File: src/rtl/irqm_pkg.sv
package irqm_pkg;
  localparam int DATA_W = 16;
  localparam int ADDR_W = 2;

  localparam logic [ADDR_W-1:0] OFF_MASK   = 2'd0;
  localparam logic [ADDR_W-1:0] OFF_VECTOR = 2'd1;
  localparam logic [ADDR_W-1:0] OFF_CLEAR  = 2'd2;

  // Strobes from control to datapath, valid for one cycle
  typedef struct packed {
    logic              maskWr;
    logic              clrWr;
    logic              ack;
    logic [DATA_W-1:0] wrData;
  } irqm_strobe_t;
endpackage

File: src/rtl/irqm_ctrl.sv
module irqm_ctrl
  import irqm_pkg::*;
#(
  parameter int NUM_SRC = 11
) (
  input  logic                busWrEn,
  input  logic [ADDR_W-1:0]   busAddr,
  input  logic [DATA_W-1:0]   busWrData,
  input  logic                coreAck,
  input  logic [NUM_SRC-1:0]  maskVec,
  input  logic [DATA_W-1:0]   vectorVal,
  output irqm_strobe_t        strb,
  output logic [DATA_W-1:0]   busRdData
);
  localparam int PAD_W = DATA_W - NUM_SRC;

  always_comb begin
    strb.maskWr = busWrEn && (busAddr == OFF_MASK);
    strb.clrWr  = busWrEn && (busAddr == OFF_CLEAR);
    strb.ack    = coreAck;
    strb.wrData = busWrData;
  end

  always_comb begin
    unique case (busAddr)
      OFF_MASK:   busRdData = {{PAD_W{1'b0}}, maskVec};
      OFF_VECTOR: busRdData = vectorVal;
      default:    busRdData = '0;
    endcase
  end
endmodule

File: src/rtl/irqm_datapath.sv
module irqm_datapath
  import irqm_pkg::*;
#(
  parameter int              NUM_SRC  = 11,
  parameter logic [DATA_W-1:0] VEC_BASE = 16'h0030,
  parameter int              VEC_STEP = 4
) (
  input  logic               clk,
  input  logic               rstN,
  input  logic [NUM_SRC-1:0] reqIn,
  input  irqm_strobe_t       strb,
  input  logic               coreEn,
  output logic [NUM_SRC-1:0] pendingVec,
  output logic [NUM_SRC-1:0] maskVec,
  output logic [NUM_SRC-1:0] clrBits,
  output logic [DATA_W-1:0]  vectorVal,
  output logic               irqOut
);
  localparam int IDX_W = $clog2(NUM_SRC);

  logic [NUM_SRC-1:0] reqPrev;
  logic [NUM_SRC-1:0] riseBits;
  logic [NUM_SRC-1:0] activeBits;
  logic [NUM_SRC-1:0] winnerOh;
  logic [IDX_W-1:0]   winnerIdx;
  logic               anyActive;

  always_ff @(posedge clk) begin
    if (!rstN) begin
      reqPrev <= '0;
      maskVec <= '0;
    end else begin
      reqPrev <= reqIn;
      if (strb.maskWr) maskVec <= strb.wrData[NUM_SRC-1:0];
    end
  end

  assign riseBits   = reqIn & ~reqPrev;
  assign activeBits = pendingVec & maskVec;
  assign anyActive  = |activeBits;

  // Fixed priority: lowest index wins
  always_comb begin
    winnerIdx = '0;
    for (int i = NUM_SRC - 1; i >= 0; i--) begin
      if (activeBits[i]) winnerIdx = IDX_W'(i);
    end
    winnerOh = '0;
    if (anyActive) winnerOh[winnerIdx] = 1'b1;
  end

  assign clrBits = (strb.clrWr ? strb.wrData[NUM_SRC-1:0] : '0)
                 | (strb.ack   ? winnerOh                 : '0);

  // One sticky flop per source; a fresh edge beats a clear
  for (genvar g = 0; g < NUM_SRC; g++) begin : g_pend
    always_ff @(posedge clk) begin
      if (!rstN)            pendingVec[g] <= 1'b0;
      else if (riseBits[g]) pendingVec[g] <= 1'b1;
      else if (clrBits[g])  pendingVec[g] <= 1'b0;
    end
  end

  assign vectorVal = anyActive
                   ? VEC_BASE + DATA_W'(VEC_STEP) * DATA_W'(winnerIdx)
                   : '0;
  assign irqOut    = anyActive & coreEn;
endmodule

File: src/rtl/irqm_top.sv
module irqm_top
  import irqm_pkg::*;
#(
  parameter int NUM_SRC = 11
) (
  input  logic               clk,
  input  logic               rstN,
  input  logic [NUM_SRC-1:0] reqIn,
  input  logic               coreEn,
  input  logic               coreAck,
  input  logic               busWrEn,
  input  logic [1:0]         busAddr,
  input  logic [15:0]        busWrData,
  output logic [15:0]        busRdData,
  output logic               irqOut,
  output logic [15:0]        vectorOut
);
  irqm_strobe_t       strb;
  logic [NUM_SRC-1:0] pendingVec;
  logic [NUM_SRC-1:0] maskVec;
  logic [NUM_SRC-1:0] clrBits;

  irqm_ctrl #(.NUM_SRC(NUM_SRC)) u_ctrl (
    .busWrEn  (busWrEn),
    .busAddr  (busAddr),
    .busWrData(busWrData),
    .coreAck  (coreAck),
    .maskVec  (maskVec),
    .vectorVal(vectorOut),
    .strb     (strb),
    .busRdData(busRdData)
  );

  irqm_datapath #(.NUM_SRC(NUM_SRC)) u_dp (
    .clk       (clk),
    .rstN      (rstN),
    .reqIn     (reqIn),
    .strb      (strb),
    .coreEn    (coreEn),
    .pendingVec(pendingVec),
    .maskVec   (maskVec),
    .clrBits   (clrBits),
    .vectorVal (vectorOut),
    .irqOut    (irqOut)
  );
endmodule

File: config.mk
export PLATFORM = sky130hd
export DESIGN_NAME = irqm_top
export DESIGN_NICKNAME = d
export VERILOG_FILES = /design/src/rtl/irqm_pkg.sv /design/src/rtl/irqm_ctrl.sv /design/src/rtl/irqm_datapath.sv /design/src/rtl/irqm_top.sv
export SDC_FILE = /design/constraint.sdc
export NUM_CORES = 1
export LEC_CHECK = 0
export BUFFER_PORTS_ARGS = -buffer_cell sky130_fd_sc_hd__buf_2
export CORE_MARGIN = 2
export CORE_UTILIZATION = 45
export DETAILED_ROUTE_END_ITERATION = 6
export GPL_TIMING_DRIVEN = 1
export PLACE_DENSITY = 0.74
export SLEW_MARGIN = 25
export SYNTH_ARGS = -nofsm -noshare
export SYNTH_HDL_FRONTEND = slang
export SYNTH_SLANG_ARGS = --single-unit
File: constraint.sdc
create_clock -name clk -period 3.4 [get_ports clk]
set_input_delay 0.34 -clock clk [delete_from_list [all_inputs] [get_ports clk]]
set_output_delay 0.34 -clock clk [all_outputs]
set_load 0.02 [all_outputs]
# Word-level counts from Yosys, hierarchy flattened

Index checks and enable logic that the tools add are counted.

Bits in registers: 33
Input port bits: 34
Output and inout bits: 33
Word-level logic and storage cells: 79

Add/sub/neg operators: 1
Magnitude comparators: 2
Equality and inequality tests: 2
Mux-type cells: 40
Bitwise operators: 5
Reductions and logical operators: 16

Operators by type and width:

| operator              | count |
|---|---|
| $mux W4               | 11 |
| $mux W11              | 3 |
| $pmux W16 S2          | 1 |
| $mux W1               | 23 |
| $and A11 B11 Y11      | 2 |
| $reduce_bool A2 Y1    | 11 |
| $mux W16              | 1 |
| $not A11 Y11          | 1 |
| $or A11 B11 Y11       | 1 |
| $reduce_or A11 Y1     | 1 |
| $add A6 B6 Y7 const A | 1 |
| $lt A4 B5 Y1 const B  | 1 |
| $demux W1 S4          | 1 |
| $ge A4 B1 Y1 const B  | 1 |
| $logic_and A1 B1 Y1   | 3 |
| $eq A2 B1 Y1 const B  | 1 |
| $eq A2 B2 Y1 const B  | 1 |
| $logic_not A2 Y1      | 1 |
| $and A1 B1 Y1         | 1 |

# Longest topological paths before layout

Depth after elaboration: 21
Gate-level depth with buffers: 7
Depth with buffers taken out: 7

# Hierarchy

Synthesis repeated with hierarchy kept, for this count alone.

Cell total of the unflattened synthesis: 246
Area, all modules: 2152.1 µm²

By module, submodules not included:

| module        | times used | cells an instance | area each (µm²) | seq. area each (µm²) |
|---|---|---|---|---|
| irqm_datapath | 1          | 196               | 1781.7          | 660.6 |
| irqm_ctrl     | 1          | 50                | 370.4           | 0.0 |

# Worst setup path after synthesis

OpenSTA, ideal clock, no wires.

Path type: reg-to-output
From: register u_dp.maskVec[10]
To: output busRdData[5]
Arrival time: 2217 ps
Required time: 3060 ps
Path slack: 843 ps
Stages on the path, launching flop included: 7
Path buffers: 0
Cell sequence: dfxtp_1 > a222oi_1 > nand2b_1 > ha_1 > a21oi_1 > mux2i_1 > nor2_1

Word-level cells in the longest chain between the ends: 15
Elaborated cells on any way between the ends: 16
Those cells by class: 1 x add/sub; 13 x mux; 1 x bitwise; 1 x reduce/logical

Ends and longest elaborated chain:

| item                   | line                | source |
|---|---|---|
| from (decl)            | irqm_datapath.sv:14 | `output logic [NUM_SRC-1:0] maskVec,` |
| from (signal assigned) | irqm_datapath.sv:34 | `if (strb.maskWr) maskVec <= strb.wrData[NUM_SRC-1:0];` |
| $and A11 B11 Y11 *     | irqm_datapath.sv:39 | `assign activeBits = pendingVec & maskVec;` |
| $mux W4 (11 in a row)  | irqm_datapath.sv:46 | `if (activeBits[i]) winnerIdx = IDX_W'(i);` |
| $add A6 B6 Y7          | irqm_datapath.sv:65 | `? VEC_BASE + DATA_W'(VEC_STEP) * DATA_W'(winnerIdx)` |
| $mux W16 *             | irqm_datapath.sv:65 |  |
| via vectorOut[5]       | irqm_top.sv:16      | `output logic [15:0] vectorOut` |
| $pmux W16 S2 *         | irqm_ctrl.sv:25     | `unique case (busAddr)` |
| to (decl)              | irqm_top.sv:14      | `output logic [15:0] busRdData,` |

The timed path passes the listed nets; every way through them passes the cells marked *.

# Worst setup path after layout

From: register u_dp.pendingVec[1]
To: output busRdData[5]

Word-level cells in the longest chain between the ends: 6
Elaborated cells on any way between the ends: 7
Those cells by class: 1 x add/sub; 4 x mux; 1 x bitwise; 1 x reduce/logical

Ends and longest elaborated chain:

| item                              | line                | source |
|---|---|---|
| from (decl)                       | irqm_datapath.sv:13 | `output logic [NUM_SRC-1:0] pendingVec,` |
| from (signal, indexed assignment) | irqm_datapath.sv:58 | `if (!rstN) pendingVec[g] <= 1'b0;` |
| from (signal, indexed assignment) | irqm_datapath.sv:59 | `else if (riseBits[g]) pendingVec[g] <= 1'b1;` |
| from (signal, indexed assignment) | irqm_datapath.sv:60 | `else if (clrBits[g]) pendingVec[g] <= 1'b0;` |
| $and A11 B11 Y11 *                | irqm_datapath.sv:39 |  |
| $mux W4 (2 in a row)              | irqm_datapath.sv:46 |  |
| $add A6 B6 Y7                     | irqm_datapath.sv:65 |  |
| $mux W16 *                        | irqm_datapath.sv:65 |  |
| $pmux W16 S2 *                    | irqm_ctrl.sv:25     |  |

Every way passes the cells marked *; elsewhere a longest branch is shown, timed or not.

==> results.json <==
{
  "crit_required_ns": 3.06,
  "synth-xor-area-share_pct": 0,
  "rows": 22,
  "power.leakage_nw": 0.9499,
  "synth_compound_area_share_pct": 21.90,
  "grt_max_degree": 34,
  "worst_pin_slew_ns": 0.6594,
  "synth-edff-count": 0,
  "initial_core_util_pct": 47.93,
  "cp_max_fo": 5,
  "rsz0062_at_grt": "false",
  "min_period_ns": 2.682,
  "grt_usage_pct": 20.39,
  "synthFlopType": "dfxtp_1",
  "post_cts_buffers": 0,
  "cp.arrival_ns": 2.34,
  "setup_ws_ns": 0.7183,
  "placed_cells": 308,
  "dieArea_sq_mm": 0.004508,
  "clk_latency_ns": 0.28,
  "stdcell_count": 315,
  "p_per_area_mw_per_mm2": 421.3,
  "port_buffers": 45,
  "ctsLongestPathBuffers": 2,
  "cts.clk_slew.worst_paths_ns": 0.06,
  "grt_pass1_vias": 1506,
  "yosysWarningCount": 0,
  "synth_top_family_by_area": "simple AND/OR/NAND/NOR gates",
  "fmax_ghz": 0.3729,
  "syn_area_sq_mm": 0.001794,
  "syn_to_final_growth_pct": 15.97,
  "max_cap_viol_count": 0,
  "drc": 0,
  "vias": 1630,
  "die_w_microns": 67.15,
  "cts.repair.resized": 0,
  "cts_max_level": 2,
  "grt_overflow": 0,
  "setup_viol": 0,
  "ys_seq_area_share_pct": 36.82,
  "die_y_microns": 67.15,
  "worstSetupEndpointType": "output port",
  "cts_made_buffers": 5,
  "ys_types": 29,
  "hpwlAfterDp_microns": 3223,
  "synth_cells": 222,
  "max-vdd-ir-drop_v": 0.0002533,
  "outcome": "finished clean",
  "dpl_cell_area_sq_mm": 0.001994,
  "drt-pass1-iter-count": 4,
  "ctsHoldBuffers": 0,
  "grt_pass1_wl_microns": 6941,
  "critPathKind": "register to output port",
  "ys_ff_latch": 33,
  "viasPerCell": 5.175,
  "synthSimpleGateAreaFrac_pct": 26.22,
  "postSynthAreaPerCell_sq_um": 8.082,
  "ios": 67,
  "antenna_found_initial": 0,
  "cts_tree": "done",
  "synthArstFlopShare_pct": 0,
  "startpoint_type": "register",
  "drive_gt1_share_pct": 20.97,
  "finClkSkew_ns": 0.006301,
  "cts_sinks": 33,
  "synth.area.mux_share_pct": 1.674,
  "cts_root_buf": "clkbuf_8",
  "slew_headroom_pct": 55.88,
  "dp_slack_ns": 1.027,
  "wl_microns": 4180,
  "hp-class": "primary input to register",
  "antenna_cells": 0,
  "layout_common_cells": "48 x nand2_1, 45 x buf_2, 33 x dfxtp_1",
  "slew_violations": 0,
  "finalInstanceArea_sq_mm": 0.002081,
  "synth_fa_ha_area_share_pct": 2.789,
  "wire_per_inst_microns": 13.27,
  "gp_congestion": 0.8271,
  "hold_slack_ns": 0.2542,
  "final_nets": 305,
  "coreArea_sq_mm": 0.003744,
  "hold_viol_final": 0,
  "fin_crit_sh_pct": 78.87,
  "timing.setup.tns_ns": 0,
  "drt_iter0_markers": 96,
  "final_common_cell": "nand2_1",
  "final_antenna_net_count": 0
}
-- cell families (layout without fill, tap and decap cells) --
kind of cell               count (synthesis)  after routing
buffers and inverters                     33             63
AOI/OAI and AO/OA                         53             53
DFF                                       33             33
muxes                                      3              3
and+or+nand+nor                           95             95
other                                      1             16
adders and majority gates                  4              4
-- synthesized netlist by cell type, drive strengths merged, types with 2 or more instances --
library cell / instances / area [sq um]
a41oi: 4 / 35.03
dfxtp: 33 / 660.6
a22o: 5 / 43.79
nor2b: 13 / 81.33
and2: 17 / 106.4
ha: 4 / 50.05
nand2: 48 / 180.2
inv: 10 / 37.54
nand2b: 3 / 18.77
clkbuf: 5 / 18.77
a21oi: 4 / 20.02
a31oi: 17 / 106.4
o211ai: 2 / 15.01
nand3: 3 / 15.01
a22oi: 2 / 15.01
a32oi: 4 / 35.03
a21boi: 11 / 82.58
buf: 18 / 130.1
mux2i: 3 / 30.03
nor2: 8 / 30.03
-- layout make-up --
| type | count | area (sq um) |
|---|---|---|
| Clock buffer | 7 | 86.33 |
| Fill cell | 372 | 1663 |
| Sequential cell | 33 | 660.6 |
| Tap cell | 48 | 60.06 |
| Timing Repair Buffer | 46 | 232.7 |
| Multi-Input combinational cell | 171 | 1003 |
| Inverter | 10 | 37.54 |
-- routing by layer --
metal	global-route usage [%]	routed length (microns)	vias to the layer above
met2	32.30	1907	63
met4	7.398	54	0
met5	0	0	-
met3	6.333	330	6
met1	26.08	1887	741
li1	-	-	820
-- through the flow --
stage | power (mW) | utilization, %
2_1_floorplan | 0.5504 | -
3_3_place_gp | 0.5823 | 53.28
3_5_place_dp | 0.5857 | 53.28
4_1_cts | 0.8836 | 55.58
5_1_grt | 0.9222 | 55.58
6_report | 0.8765 | 55.58
-- worst max-delay path, cell delays in order (launching register included) --
cell,delay (ns)
dfxtp_1,0.34
a22o_1,0.27
nor4_4,0.42
nand2b_1,0.19
ha_1,0.31
a21oi_1,0.18
mux2i_1,0.10
nor2_1,0.09
buf_2,0.17
-- sequential cells by signal (all words and copies together) (netlist names) --
signal and count:
u_dp.maskVec 11, u_dp.pendingVec 11, u_dp.reqPrev 11
-- final timing paths --
kind / slack (ns) / endpoint / cells after the start / from
max reg2reg: 1.52 / u_dp.pendingVec[2] / 5 / u_dp.maskVec[5]
max: 0.72 / busRdData[5] / 8 / u_dp.pendingVec[1]
min: 0.25 / u_dp.reqPrev[0] / 3 / reqIn[0]
min reg2reg: 0.50 / u_dp.maskVec[8] / 2 / u_dp.maskVec[8]
-- power breakdown --
part	total, mW	leakage [nW]	switching (mW)	internal (mW)
Clock	0.299	0.0443	0.138	0.161
Combinational	0.147	0.632	0.0911	0.0557
Sequential	0.431	0.273	0.0197	0.411
Total	0.877	0.950	0.249	0.628
Note: power is estimated with default switching activity, not from simulation.
